$ cat config.mk
export PLATFORM = sky130hd
export DESIGN_NAME = immunity_eval
export DESIGN_NICKNAME = d
export VERILOG_FILES = /design/src/rtl/immunity_eval_pkg.sv /design/src/rtl/immunity_div.sv /design/src/rtl/immunity_decide.sv /design/src/rtl/immunity_eval.sv
export SDC_FILE = /design/constraint.sdc
export NUM_CORES = 1
export LEC_CHECK = 0
export BUFFER_PORTS_ARGS = -buffer_cell sky130_fd_sc_hd__buf_2
export CAP_MARGIN = 20
export CORE_MARGIN = 1.5
export CORE_UTILIZATION = 30
export DETAILED_ROUTE_END_ITERATION = 8
export HOLD_SLACK_MARGIN = 0.1
export PLACE_DENSITY = 0.53
export SLEW_MARGIN = 15
export SYNTH_ARGS = -nofsm -noshare
export SYNTH_HDL_FRONTEND = slang
export SYNTH_SLANG_ARGS = --single-unit
$ cat constraint.sdc
create_clock -name clk -period 14.1 [get_ports clk]
set_input_delay 1.41 -clock clk [delete_from_list [all_inputs] [get_ports clk]]
set_output_delay 1.41 -clock clk [all_outputs]
set_load 0.01 [all_outputs]
$ cat src/rtl/immunity_eval_pkg.sv
package immunity_eval_pkg;

    typedef enum logic [1:0] {
        ST_IDLE   = 2'd0,
        ST_DIV    = 2'd1,
        ST_DECIDE = 2'd2
    } eval_state_e;

    // Order of the limits as they are computed; the decision logic indexes by it
    localparam int unsigned LIM_OFDM_HI = 0;
    localparam int unsigned LIM_CCK_HI  = 1;
    localparam int unsigned LIM_OFDM_LO = 2;
    localparam int unsigned LIM_CCK_LO  = 3;
    localparam int unsigned N_LIMITS    = 4;

    typedef struct packed {
        logic raise;
        logic ofdm_hit;
        logic lower;
        logic restart;
    } verdict_t;

endpackage

$ cat src/rtl/immunity_div.sv
module immunity_div #(
    parameter int NUM_W = 30,
    parameter int DEN_W = 10
) (
    input  logic             clk,
    input  logic             rst,
    input  logic             start,
    input  logic [NUM_W-1:0] num,
    input  logic [DEN_W-1:0] den,
    output logic             done,
    output logic [NUM_W-1:0] quot
);
    localparam int CNT_W = $clog2(NUM_W);
    localparam logic [CNT_W-1:0] LAST = CNT_W'(NUM_W - 1);

    logic [NUM_W-1:0] q_r;
    logic [DEN_W-1:0] rem_r;
    logic [CNT_W-1:0] cnt_r;
    logic             run_r;
    logic [DEN_W:0]   trial;
    logic [DEN_W:0]   diff;
    logic             fits;

    always_comb begin
        trial = {rem_r, q_r[NUM_W-1]};
        fits  = (trial >= {1'b0, den});
        diff  = trial - {1'b0, den};
    end

    always_ff @(posedge clk) begin
        if (rst) begin
            q_r   <= '0;
            rem_r <= '0;
            cnt_r <= '0;
            run_r <= 1'b0;
            done  <= 1'b0;
        end else begin
            done <= 1'b0;
            if (start) begin
                q_r   <= num;
                rem_r <= '0;
                cnt_r <= '0;
                run_r <= 1'b1;
            end else if (run_r) begin
                q_r   <= {q_r[NUM_W-2:0], fits};
                rem_r <= fits ? diff[DEN_W-1:0] : trial[DEN_W-1:0];
                if (cnt_r == LAST) begin
                    run_r <= 1'b0;
                    done  <= 1'b1;
                end else begin
                    cnt_r <= cnt_r + 1'b1;
                end
            end
        end
    end

    assign quot = q_r;

endmodule

$ cat src/rtl/immunity_decide.sv
module immunity_decide
    import immunity_eval_pkg::*;
#(
    parameter int          ERR_W    = 16,
    parameter int          ACC_W    = 20,
    parameter int          Q_W      = 30,
    parameter int unsigned QUIET_MS = 500
) (
    input  logic [ERR_W-1:0]                ofdm_cnt,
    input  logic [ERR_W-1:0]                cck_cnt,
    input  logic [ACC_W-1:0]                listen_total,
    input  logic [N_LIMITS-1:0][Q_W-1:0]    limits,
    output verdict_t                        verdict
);
    logic ofdm_over, cck_over, ofdm_calm, cck_calm, quiet;

    always_comb begin
        ofdm_over = Q_W'(ofdm_cnt) > limits[LIM_OFDM_HI];
        cck_over  = Q_W'(cck_cnt)  > limits[LIM_CCK_HI];
        ofdm_calm = Q_W'(ofdm_cnt) <= limits[LIM_OFDM_LO];
        cck_calm  = Q_W'(cck_cnt)  <= limits[LIM_CCK_LO];
        quiet     = 32'(listen_total) > 32'(QUIET_MS);

        verdict.raise    = ofdm_over | cck_over;
        verdict.ofdm_hit = ofdm_over;
        verdict.lower    = !verdict.raise && quiet && ofdm_calm && cck_calm;
        verdict.restart  = verdict.raise | quiet;
    end

endmodule

$ cat src/rtl/immunity_eval.sv
module immunity_eval
    import immunity_eval_pkg::*;
#(
    parameter int          LISTEN_W         = 16,
    parameter int          ERR_W            = 16,
    parameter int          ACC_W            = 20,
    parameter int          RATE_W           = 10,
    parameter int unsigned OFDM_HI_RATE     = 500,
    parameter int unsigned CCK_HI_RATE      = 200,
    parameter int unsigned OFDM_LO_RATE     = 200,
    parameter int unsigned CCK_LO_RATE      = 100,
    parameter int unsigned LISTEN_PERIOD_MS = 100,
    parameter int unsigned QUIET_PERIODS    = 5,
    parameter int unsigned MS_PER_S         = 1000
) (
    input  logic                clk,
    input  logic                rst,
    input  logic                eval_strobe_i,
    input  logic [LISTEN_W-1:0] listen_ms_i,
    input  logic [ERR_W-1:0]    ofdm_err_i,
    input  logic [ERR_W-1:0]    cck_err_i,
    input  logic                auto_en_i,
    output logic                busy_o,
    output logic                raise_o,
    output logic                raise_ofdm_o,
    output logic                lower_o,
    output logic                restart_o,
    output logic [ACC_W-1:0]    snap_listen_o,
    output logic [ERR_W-1:0]    snap_ofdm_o,
    output logic [ERR_W-1:0]    snap_cck_o
);
    localparam int PROD_W = ACC_W + RATE_W;
    localparam int DEN_W  = $clog2(MS_PER_S + 1);
    localparam int unsigned QUIET_MS = QUIET_PERIODS * LISTEN_PERIOD_MS;
    localparam logic [RATE_W-1:0] RATE_TAB [N_LIMITS] = '{
        RATE_W'(OFDM_HI_RATE), RATE_W'(CCK_HI_RATE),
        RATE_W'(OFDM_LO_RATE), RATE_W'(CCK_LO_RATE)
    };
    localparam logic [1:0] LAST_LIM = 2'(N_LIMITS - 1);

    eval_state_e                   state_r;
    logic [1:0]                    lim_idx_r;
    logic [ACC_W-1:0]              acc_r;
    logic [ERR_W-1:0]              ofdm_r, cck_r;
    logic [N_LIMITS-1:0][PROD_W-1:0] lim_r;
    logic                          div_start_r;
    logic                          div_done;
    logic [PROD_W-1:0]             div_q;
    logic [PROD_W-1:0]             dividend;
    logic [ACC_W:0]                acc_sum;
    logic [ACC_W-1:0]              acc_next;
    verdict_t                      verdict;

    // saturating accumulation of listen time
    always_comb begin
        acc_sum  = {1'b0, acc_r} + (ACC_W+1)'(listen_ms_i);
        acc_next = acc_sum[ACC_W] ? '1 : acc_sum[ACC_W-1:0];
        dividend = PROD_W'(acc_r) * PROD_W'(RATE_TAB[lim_idx_r]);
    end

    immunity_div #(
        .NUM_W (PROD_W),
        .DEN_W (DEN_W)
    ) u_div (
        .clk   (clk),
        .rst   (rst),
        .start (div_start_r),
        .num   (dividend),
        .den   (DEN_W'(MS_PER_S)),
        .done  (div_done),
        .quot  (div_q)
    );

    for (genvar g = 0; g < N_LIMITS; g++) begin : g_limit
        always_ff @(posedge clk) begin
            if (rst) begin
                lim_r[g] <= '0;
            end else if (state_r == ST_DIV && div_done && lim_idx_r == 2'(g)) begin
                lim_r[g] <= div_q;
            end
        end
    end

    immunity_decide #(
        .ERR_W    (ERR_W),
        .ACC_W    (ACC_W),
        .Q_W      (PROD_W),
        .QUIET_MS (QUIET_MS)
    ) u_decide (
        .ofdm_cnt     (ofdm_r),
        .cck_cnt      (cck_r),
        .listen_total (acc_r),
        .limits       (lim_r),
        .verdict      (verdict)
    );

    always_ff @(posedge clk) begin
        if (rst) begin
            state_r       <= ST_IDLE;
            lim_idx_r     <= '0;
            acc_r         <= '0;
            ofdm_r        <= '0;
            cck_r         <= '0;
            div_start_r   <= 1'b0;
            raise_o       <= 1'b0;
            raise_ofdm_o  <= 1'b0;
            lower_o       <= 1'b0;
            restart_o     <= 1'b0;
            snap_listen_o <= '0;
            snap_ofdm_o   <= '0;
            snap_cck_o    <= '0;
        end else begin
            div_start_r  <= 1'b0;
            raise_o      <= 1'b0;
            raise_ofdm_o <= 1'b0;
            lower_o      <= 1'b0;
            restart_o    <= 1'b0;
            unique case (state_r)
                ST_IDLE: begin
                    if (eval_strobe_i) begin
                        acc_r <= acc_next;
                        if (auto_en_i) begin
                            ofdm_r      <= ofdm_err_i;
                            cck_r       <= cck_err_i;
                            lim_idx_r   <= '0;
                            div_start_r <= 1'b1;
                            state_r     <= ST_DIV;
                        end
                    end
                end
                ST_DIV: begin
                    if (div_done) begin
                        if (lim_idx_r == LAST_LIM) begin
                            state_r <= ST_DECIDE;
                        end else begin
                            lim_idx_r   <= lim_idx_r + 1'b1;
                            div_start_r <= 1'b1;
                        end
                    end
                end
                ST_DECIDE: begin
                    raise_o      <= verdict.raise;
                    raise_ofdm_o <= verdict.ofdm_hit;
                    lower_o      <= verdict.lower;
                    restart_o    <= verdict.restart;
                    if (verdict.restart) begin
                        snap_listen_o <= acc_r;
                        snap_ofdm_o   <= ofdm_r;
                        snap_cck_o    <= cck_r;
                        acc_r         <= '0;
                    end
                    state_r <= ST_IDLE;
                end
                default: state_r <= ST_IDLE;
            endcase
        end
    end

    assign busy_o = (state_r != ST_IDLE);

endmodule

==> results.py <==
metrics = {
    "synth": {
        "synth-seq-cells": 280,
        "synth.cell_area_sq_um": 17620,
        "mean_instance_size_in_the_synthesized_netlist_sq_um": 8.497,
        "dominantRegCellSynth": "dfxtp_1",
        "synth_largest_type_area_fraction_pct": 31.81,
        "synth_area_leader_cell": "dfxtp_1",
        "synth_top_cells_by_area": "dfxtp_1 32%, ha_1 13%, fa_1 10%",
        "synth-seq-area-share_pct": 31.81,
        "mappedNetlistNets": 2405,
        "synthesis.instances": 2074,
        "async_flop_share_pct": 0,
        "synthDistinctLibCells": 70,
        "synth-edff-count": 0,
        "yosys_warnings": 0,
    },
    "routing": {
        "drt_iter0_drc": 636,
        "ant_nets": 0,
        "dr_total_vias": 13950,
        "route.detailed.wl_per_inst_um": 15.38,
        "detail_route.vias_per_cell": 4.764,
        "drc": 0,
        "drtPass1Iterations": 5,
        "wl_um": 45020,
    },
    "critical_path": {
        "r2r_slack_ns": 7.90,
        "worstPathArrival_ns": 6.59,
        "cp.required_ns": 14.49,
        "setup.worst_path.start_class": "flop",
        "crit_fanout": 22,
        "r2r-start": "lim_idx_r[0]",
        "critPathKind": "reg2reg",
        "endpoint_kind": "flop",
        "reg2regPathDepth": 20,
        "crit-reg2reg-capture": "u_div.quot[29]",
    },
    "die": {
        "ios": 109,
        "rows": 88,
        "die_w_um": 245.4,
        "initial_core_utilization_pct": 30.43,
        "die_area_sq_um": 60200,
        "core_area_sq_um": 57920,
        "fp.dieH_um": 245.4,
    },
    "power_and_ir_drop": {
        "max-vdd-ir-drop_uv": 73.48,
        "p_seq_share_pct": 32.5,
        "finalPower_w": 0.002626,
        "power.switching_fraction_pct": 34.55,
        "power_report.internal_total_w": 0.001719,
        "power.density_nw_per_um2": 131.2,
        "switching_power_w": 0.0009071,
        "cellLeakagePower_nw": 8.475,
        "clock_power_share_pct": 33.9,
        "combinational_fraction_of_design_power_pct": 33.6,
    },
    "placed_design": {
        "place_hpwl_um": 33810,
        "detailed_place.area_sq_um": 18880,
        "portBuffers": 108,
        "place_congestion": 0.8448,
    },
    "clock_tree": {
        "numClockSinks": 280,
        "cts_buffers": 34,
        "ctsResizeCount": 0,
        "clk_latency_ns": 0.56,
        "htree_levels": 2,
        "clock_tree.buffer_depth": 3,
        "post-cts-setup-buffers": 0,
        "clk_root_buf": "clkbuf_16",
        "cts_hold_buf": 0,
        "cts_tree": "built",
        "worst_setup_hold_path_clk_slew_ns": 0.06,
    },
    "timing": {
        "fin_skew_ns": 0.02218,
        "tns_ns": 0,
        "worst_margin_pin_slew_ns": 1.081,
        "max_freq_ghz": 0.1613,
        "fin_crit_ns": 6.201,
        "min_period_over_period_pct": 43.98,
        "hold_ws_ns": 0.4496,
        "final-hold-violation-count": 0,
        "slew_headroom_pct": 27.90,
        "setup-violations-final": 0,
        "finalMaxSlewViolations": 0,
        "setup_repair_after_global_routing_missed_its_margin": "false",
    },
    "cells_and_area": {
        "layout.cells.most_common_list": "374 x nand2_1, 279 x dfxtp_1, 226 x a21oi_1",
        "commonest_non_fill_non_tap_cell_in_the_layout": "nand2_1",
        "design.final.nets": 2470,
        "syn2layout_area_growth_pct": 13.59,
        "finish.instance_area_sq_um": 20020,
        "diodes": 0,
        "drive_gt1_share_pct": 9.015,
        "fillers": 6063,
    },
    "min_path": {
        "worst_hold_path.num_cells": 2,
        "hold_path_class": "reg2reg",
        "hold_start": "lim_r[109]",
        "hold_path_end": "lim_r[109]",
    },
    "global_routing": {
        "grt_remaining_overflow": 0,
        "pin_count_of_the_biggest_net_entering_global_routing": 97,
        "number_of_global_route_vias_before_repair": 13900,
        "grt_first_pass_wirelength_um": 73000,
        "grt_antenna_before_repair": 0,
        "track_usage_pct": 15.02,
    },
    "run": {
        "max_cap_viol_count": 0,
    },
    "outcome": {
        "status": "complete, no violations",
    },
}
registers in the layout, summed over array words and instances, names as in the netlist:
| name | cells |
|---|---|
| raise_o | 1 |
| u_div.done | 1 |
| restart_o | 1 |
| snap_cck_o | 16 |
| u_div.rem_r | 10 |
| snap_listen_o | 20 |
| lower_o | 1 |
| state_r | 2 |
| u_div.quot | 30 |
| ofdm_r | 16 |
| cck_r | 16 |
| snap_ofdm_o | 16 |
| lim_r | 120 |
| raise_ofdm_o | 1 |
| lim_idx_r | 2 |
| acc_r | 20 |
| u_div.run_r | 1 |
| div_start_r | 1 |
| u_div.cnt_r | 5 |
per-stage QoR:
| stage | setup slack (ns) | util (%) | cells |
|---|---|---|---|
| finish | 7.899 | 34.56 | 2928 |
| global route | 7.480 | 34.56 | 2928 |
| CTS | 7.878 | 34.56 | 2928 |
| detailed placement | 7.898 | 32.60 | 2868 |
| global placement | 8.100 | 32.47 | 2864 |
| floorplan | 8.599 | - | 2074 |
cells in the mapped netlist (6+ instances only):
cell,number
nand2_1,375
dfxtp_1,280
a21oi_1,226
ha_1,189
inv_1,188
nor2_1,128
fa_1,90
clkbuf_1,81
mux2i_1,78
nor2b_1,52
and2_1,43
a211oi_1,38
o21ai_0,35
xnor2_1,24
nand4_1,21
a21o_1,18
nor3_1,18
nor4_1,17
nand2b_1,15
nand3_1,14
xor2_1,14
o21a_1,13
o21ai_1,12
and3_1,10
a31oi_1,9
buf_1,7
buf_6,7
o211ai_1,6
kinds of logic after synthesis:
group	Yosys count	synth area share (%)
buffers and inverters	285	6.390
other	1	0.02128
DFF	280	31.81
adders and majority gates	279	23.64
muxes	78	4.431
xor gates and xnor gates	38	1.889
AOI/OAI and AO/OA	403	13.80
and+or+nand+nor	710	18.01
power by group through the flow:
stage	Clock [W]	Sequential (W)	Combinational, W
final	0.000890	0.000854	0.000882
after global routing	0.000949	0.000859	0.00101
after CTS	0.000920	0.000855	0.000890
after detailed placement	0	0.000872	0.000871
after global placement	0	0.000871	0.000871
after floorplan	0	0.000848	0.000687
per-layer routing:
| layer | vias to the layer above | global-route usage (%) | share of wire, % |
|---|---|---|---|
| li1 | 7080 | - | - |
| met2 | 250 | 25.15 | 46 |
| met4 | 0 | 3.843 | 1.7 |
| met3 | 49 | 2.215 | 4.1 |
| met1 | 6569 | 20.14 | 48 |
| met5 | - | 0 | 0 |
worst max-delay path, cell delays in order (launching register included):
cell and delay [ns]:
dfxtp_1 0.35, inv_1 0.09, ha_1 0.66, nand2_1 0.22, fa_1 0.48, fa_1 0.54, inv_1 0.04, ha_1 0.31
fa_1 0.48, ha_1 0.30, ha_1 0.20, inv_1 0.07, fa_1 0.38, nand2b_1 0.19, a21oi_1 0.31, o2111ai_1 0.22
a2111oi_1 0.64, o2111ai_1 0.17, a21oi_1 0.20, xnor2_1 0.13, o22ai_1 0.09
how the worst max path moves through the flow:
| stage | cells after the start | slack [ns] | endpoint | start |
|---|---|---|---|---|
| finish | 20 | 7.90 | u_div.quot[29] | lim_idx_r[0] |
| global route | 20 | 7.48 | u_div.quot[29] | lim_idx_r[0] |
| CTS | 20 | 7.88 | u_div.quot[29] | lim_idx_r[0] |
| detailed placement | 20 | 7.90 | u_div.quot[29] | lim_idx_r[0] |
| global placement | 20 | 8.10 | u_div.quot[29] | lim_idx_r[0] |
| floorplan | 22 | 8.60 | u_div.quot[29] | lim_idx_r[0] |
area by class of cell:
type                            instances  area (sq um)  area share [%]
Clock buffer                           49         998.5           4.988
Clock inverter                         11         133.9          0.6688
Inverter                              189         709.4           3.544
Multi-Input combinational cell       1509         10890           54.43
Sequential cell                       280          5607           28.01
Tap cell                              765         957.2           4.782
Timing Repair Buffer                  125         716.9           3.582
(Power assumes the default switching activity.)
